===== config.mk =====
export PLATFORM = sky130hd
export DESIGN_NAME = hsync_lock_detect
export DESIGN_NICKNAME = d
export VERILOG_FILES = /design/src/rtl/hsync_lock_pkg.sv /design/src/rtl/hs_line_timer.sv /design/src/rtl/hs_lock_filter.sv /design/src/rtl/hs_lost_sticky.sv /design/src/rtl/hsync_lock_detect.sv
export SDC_FILE = /design/constraint.sdc
export NUM_CORES = 1
export LEC_CHECK = 0
export BUFFER_PORTS_ARGS = -buffer_cell sky130_fd_sc_hd__buf_2
export CAP_MARGIN = 20
export CORE_UTILIZATION = 25
export DETAILED_ROUTE_END_ITERATION = 6
export PLACE_DENSITY = 0.43
export SETUP_SLACK_MARGIN = 0.4
export SKIP_CTS_REPAIR_TIMING = 1
export SLEW_MARGIN = 30
export SYNTH_ARGS = -nofsm -noshare
export SYNTH_HDL_FRONTEND = slang
export SYNTH_SLANG_ARGS = --single-unit

===== constraint.sdc =====
create_clock -name clk -period 3.22 [get_ports clk]
set_clock_uncertainty 0.15 [all_clocks]
set_input_delay 0.805 -clock clk [delete_from_list [all_inputs] [get_ports clk]]
set_output_delay 0.805 -clock clk [all_outputs]
set_load 0.03 [all_outputs]

===== src/rtl/hsync_lock_pkg.sv =====
package hsync_lock_pkg;

  typedef struct packed {
    logic valid;
    logic good;
  } line_verdict_t;

  function automatic int win_lo(input int period);
    return (period * 95) / 100;
  endfunction

  function automatic int win_hi(input int period);
    return (period * 105) / 100;
  endfunction

endpackage


===== src/rtl/hs_line_timer.sv =====
module hs_line_timer
  import hsync_lock_pkg::*;
#(
  parameter int LINE_CYCLES = 6356
) (
  input  logic          clk,
  input  logic          rst,
  input  logic          hs_pulse,
  input  logic          amp_ok,
  output line_verdict_t verdict
);

  localparam int LO = win_lo(LINE_CYCLES);
  localparam int HI = win_hi(LINE_CYCLES);
  localparam int TW = $clog2(HI + 1);

  logic [TW-1:0] timer_q;
  logic          armed_q;
  line_verdict_t verdict_q;
  logic          in_window;

  assign in_window = (timer_q >= TW'(LO)) && (timer_q <= TW'(HI));

  always_ff @(posedge clk) begin
    if (rst) begin
      timer_q   <= '0;
      armed_q   <= 1'b0;
      verdict_q <= '0;
    end else begin
      verdict_q <= '0;
      if (hs_pulse) begin
        timer_q <= TW'(1);
        armed_q <= 1'b1;
        if (armed_q) begin
          verdict_q.valid <= 1'b1;
          verdict_q.good  <= amp_ok && in_window;
        end
      end else if (armed_q) begin
        if (timer_q == TW'(HI)) begin
          armed_q         <= 1'b0;
          timer_q         <= '0;
          verdict_q.valid <= 1'b1;
          verdict_q.good  <= 1'b0;
        end else begin
          timer_q <= timer_q + TW'(1);
        end
      end
    end
  end

  assign verdict = verdict_q;

endmodule


===== src/rtl/hs_lock_filter.sv =====
module hs_lock_filter
  import hsync_lock_pkg::*;
#(
  parameter int STD_LOCK_LINES  = 15734,
  parameter int FAST_LOCK_LINES = 3934
) (
  input  logic          clk,
  input  logic          rst,
  input  line_verdict_t verdict,
  input  logic          fast_mode,
  output logic          inst_lock,
  output logic          lock
);

  localparam int CW = $clog2(STD_LOCK_LINES + 1);

  logic [CW-1:0] cnt_q;
  logic [CW-1:0] thr;
  logic [CW-1:0] cnt_nxt;
  logic          inst_q;
  logic          lock_q;

  assign thr     = fast_mode ? CW'(FAST_LOCK_LINES) : CW'(STD_LOCK_LINES);
  assign cnt_nxt = (cnt_q >= thr) ? thr : cnt_q + CW'(1);

  always_ff @(posedge clk) begin
    if (rst) begin
      cnt_q  <= '0;
      inst_q <= 1'b0;
      lock_q <= 1'b0;
    end else if (verdict.valid) begin
      if (verdict.good) begin
        cnt_q  <= cnt_nxt;
        inst_q <= 1'b1;
        lock_q <= (cnt_nxt >= thr);
      end else begin
        cnt_q  <= '0;
        inst_q <= 1'b0;
        lock_q <= 1'b0;
      end
    end
  end

  assign inst_lock = inst_q;
  assign lock      = lock_q;

endmodule


===== src/rtl/hs_lost_sticky.sv =====
module hs_lost_sticky (
  input  logic clk,
  input  logic rst,
  input  logic lock,
  input  logic clr,
  output logic lost
);

  logic lock_d;
  logic lost_q;

  always_ff @(posedge clk) begin
    if (rst) begin
      lock_d <= 1'b0;
      lost_q <= 1'b0;
    end else begin
      lock_d <= lock;
      if (lock_d && !lock) begin
        lost_q <= 1'b1;
      end else if (clr) begin
        lost_q <= 1'b0;
      end
    end
  end

  assign lost = lost_q;

endmodule


===== src/rtl/hsync_lock_detect.sv =====
module hsync_lock_detect
  import hsync_lock_pkg::*;
#(
  parameter int LINE_CYCLES     = 6356,
  parameter int STD_LOCK_LINES  = 15734,
  parameter int FAST_LOCK_LINES = 3934
) (
  input  logic clk,
  input  logic rst,
  input  logic hs_pulse,
  input  logic amp_ok,
  input  logic fast_mode,
  input  logic lost_clr,
  output logic inst_lock,
  output logic lock,
  output logic lost_lock
);

  line_verdict_t verdict;

  hs_line_timer #(.LINE_CYCLES(LINE_CYCLES)) u_timer (
    .clk      (clk),
    .rst      (rst),
    .hs_pulse (hs_pulse),
    .amp_ok   (amp_ok),
    .verdict  (verdict)
  );

  hs_lock_filter #(
    .STD_LOCK_LINES  (STD_LOCK_LINES),
    .FAST_LOCK_LINES (FAST_LOCK_LINES)
  ) u_filter (
    .clk       (clk),
    .rst       (rst),
    .verdict   (verdict),
    .fast_mode (fast_mode),
    .inst_lock (inst_lock),
    .lock      (lock)
  );

  hs_lost_sticky u_lost (
    .clk  (clk),
    .rst  (rst),
    .lock (lock),
    .clr  (lost_clr),
    .lost (lost_lock)
  );

endmodule


==> impl_metrics.json <==
{
  "status": "completed",
  "grt_antenna_before_repair": 0,
  "io-pin-count": 9,
  "post_synth.cell_area_avg_sq_um": 7.82,
  "arrival_ns": 3.07,
  "endpoint_of_the_worst_hold_timing_path": "u_filter.inst_lock",
  "setup.worst_path.class": "input port to flip-flop",
  "die_width_um": 96.9,
  "nets_final": 331,
  "grt-ovfl-total": 0,
  "min_period_ns": 3.05,
  "clkPwrFrac_pct": 41.9,
  "synth_cell_type_count": 52,
  "total_power_uw": 823,
  "power.sequential.fraction_pct": 52.2,
  "netlist_area_sq_mm": 0.00225,
  "die_h_um": 96.9,
  "route.detailed.wl_per_inst_um": 14.5,
  "path_clk_slew_ns": 0.08,
  "setup_tns_ns": 0,
  "num_rows": 34,
  "synth_cells": 288,
  "synth.yosys.warnings": 0,
  "cts_root_buffer": "clkbuf_8",
  "hp-start": "u_filter.inst_lock",
  "critical-path-top-cell-by-count": "nand4_1",
  "globalplace.congestion": 0.778,
  "critPathSlowestCell": "a221oi_2",
  "tritoncts_clock_tree": "built",
  "routed_wirelength_mm": 6.07,
  "sequential_element_share_of_the_synthesized_area_pct": 30.2,
  "worstPathCellList": "buf_12 -> buf_8 -> ha_4 -> nand4_1 -> o21a_1 -> o31a_1 -> nor2_2 -> a21o_1 -> ha_2 -> inv_2 -> nor3_1 -> o21ai_1 -> nand4_1 -> a221oi_2 -> o221ai_1",
  "remaining_drc_errors": 0,
  "mappedNetlistNets": 309,
  "vias_per_cell": 5.15,
  "fin_hold_ws_ns": 0.292,
  "setup.reg_to_reg.worst_slack_ns": 0.35,
  "critical_path.max_fanout": 4,
  "worstPathRequired_ns": 3.24,
  "p_int_uw": 616,
  "final_layout_size_suffix_gt1_share_pct": 20.9,
  "report.final.hold_viol_count": 0,
  "diode_count": 0,
  "core_sq_mm": 0.00872,
  "switchingPower_uw": 207,
  "synthFlopType": "dfxtp_1",
  "worst-slew-pin-transition_ns": 0.535,
  "ys_ff_latch": 34,
  "place_hpwl_mm": 4.15,
  "critPathCaptureType": "flip-flop",
  "rsz0062_at_grt": "true",
  "area_growth_pct": 24.0,
  "max_freq_mhz": 328,
  "drt_pass1_iterations": 5,
  "total_power_divided_by_cell_area_mw_per_mm2": 295,
  "cts.path.max_buffers": 2,
  "min_path_cells": 2,
  "insertion_delay_ns": 0.29,
  "routed-via-count": 2156,
  "max_slew_margin_pct": 64.4,
  "finalMaxSlewViolations": 0,
  "pwr-share-comb_pct": 6.0,
  "drtIter0Drc": 90,
  "maximum_number_of_pins_on_one_net_before_global_route_repair": 17,
  "post-route-period-util_pct": 94.8,
  "initial_standard_cell_utilization_of_the_core_pct": 25.8,
  "regToRegStartpoint": "u_filter.cnt_q[9]",
  "max_stage_delay_ns": 0.28,
  "ff2ff_path_depth": 13,
  "worst_r2r_endpoint": "u_filter.lock",
  "cts_inserted_buffers": 5,
  "grt_pass1_wl_mm": 10.1,
  "fp.dieArea_sq_mm": 0.00939,
  "cpLargestDelayFamily": "compound AO/OA/AOI/OAI gates",
  "synth_edf_count": 0,
  "static-leakage-power_uw": 0.00101,
  "max_cap_violations": 0,
  "async_flop_share_pct": 0,
  "first_global_vias": 2077,
  "numPortBuffers": 8,
  "p_sw_share_pct": 25.1,
  "drt.antenna.violating_nets": 0,
  "tritoncts_num_sinks": 34,
  "setup_violations": 0,
  "gr-usage-all-layers_pct": 13.0,
  "timing.critical_path.buf_inv": 3,
  "number_of_levels_in_the_clock_h_tree": 2,
  "worstSetupStartpointType": "input port",
  "peakVddDrop_mv": 0.127,
  "worstHoldPathType": "flip-flop to flip-flop"
}
## how the worst max path moves through the flow
stage / depth (start not counted) / endpoint / from / slack (ns)
floorplan: 13 / u_filter.lock / fast_mode / 0.05
global placement: 15 / u_filter.lock / fast_mode / -0.25
finish: 15 / u_filter.lock / fast_mode / 0.17
CTS: 15 / u_filter.lock / fast_mode / 0.02
detailed placement: 15 / u_filter.lock / fast_mode / -0.29
global route: 15 / u_filter.lock / fast_mode / -0.01
## registers in the layout (all words and copies together) (netlist names)
register            cells
u_lost.lock_d           1
u_filter.cnt_q         14
u_lost.lost             1
u_filter.inst_lock      1
u_timer.armed_q         1
u_timer.verdict         2
u_filter.lock           1
u_timer.timer_q        13
## layout make-up
type	instances	area, sq um
Multi-Input combinational cell	225	1580
Sequential cell	34	681
Clock buffer	6	82.6
Inverter	10	42.5
Tap cell	108	135
Fill cell	925	5930
Clock inverter	2	12.5
Timing Repair Buffer	34	262
## synth_stat cells (5+ instances only)
| master | instances | area [sq um] |
|---|---|---|
| ha_1 | 15 | 188 |
| nand4_1 | 10 | 62.6 |
| nand2b_1 | 5 | 31.3 |
| nand3b_1 | 5 | 37.5 |
| clkbuf_1 | 9 | 33.8 |
| nor3_1 | 7 | 35.0 |
| nor2_1 | 24 | 90.1 |
| buf_2 | 6 | 30.0 |
| dfxtp_1 | 34 | 681 |
| a31oi_1 | 6 | 37.5 |
| nand3_1 | 8 | 40.0 |
| o21ai_0 | 27 | 135 |
| a21oi_1 | 28 | 140 |
| and3_1 | 11 | 68.8 |
| a22o_1 | 7 | 61.3 |
| inv_1 | 10 | 37.5 |
| nand2_1 | 17 | 63.8 |
| xor2_1 | 6 | 52.6 |
## metal layers
metal	track usage (%)	vias up	wire (um)	part of all wire, %
met4	3.79	0	50	0.82
met5	0	-	0	0
met2	21.7	20	2950	49
met1	17.2	1034	2940	48
li1	-	1097	-	-
met3	2.17	5	120	2.0
## logic make-up after synthesis
family                     synth area share, %
AOI/OAI and AO/OA                         24.7
buffers and inverters                     6.17
and+or+nand+nor                           27.1
DFF                                       30.2
adders and majority gates                 8.33
xor gates and xnor gates                  3.50
## stage by stage
step | instance area, sq um | util [%] | std cells | setup WS (ns)
detailed placement | 2490 | 28.6 | 407 | -0.286
global placement | 2490 | 28.6 | 407 | -0.255
finish | 2790 | 32.0 | 419 | 0.167
floorplan | 2250 | - | 288 | 0.0522
CTS | 2590 | 29.7 | 415 | 0.0223
global route | 2790 | 32.0 | 419 | -0.0108
## power groups by stage
stage | combinational [uW] | clock, uW | sequential, uW
after floorplan | 24.2 | 0 | 436
after global placement | 38.6 | 0 | 439
after detailed placement | 39.1 | 0 | 439
after CTS | 39.2 | 356 | 429
after global routing | 54.6 | 377 | 430
final | 49.2 | 344 | 429
## worst reg2reg max path: stages (launching register included)
cell	delay (ns)
dfxtp_1	0.50
ha_4	0.26
a31oi_1	0.15
o21a_1	0.15
o31a_1	0.26
nor2_2	0.08
a21o_1	0.18
ha_2	0.20
inv_2	0.06
nor3_1	0.04
o21ai_1	0.16
nand4_1	0.13
a221oi_2	0.28
o221ai_1	0.14
## cells in the final DEF (no fill, tap or decap), types with 8 or more instances in the layout
cell and n:
dfxtp_1 34, nor2_1 24, a21oi_1 24, o21ai_0 24, buf_4 24, nand2_1 17, and3_1 11, nand4_1 10
nand3_1 8, inv_1 8, ha_4 8
Power figures use the tool's default switching activity.
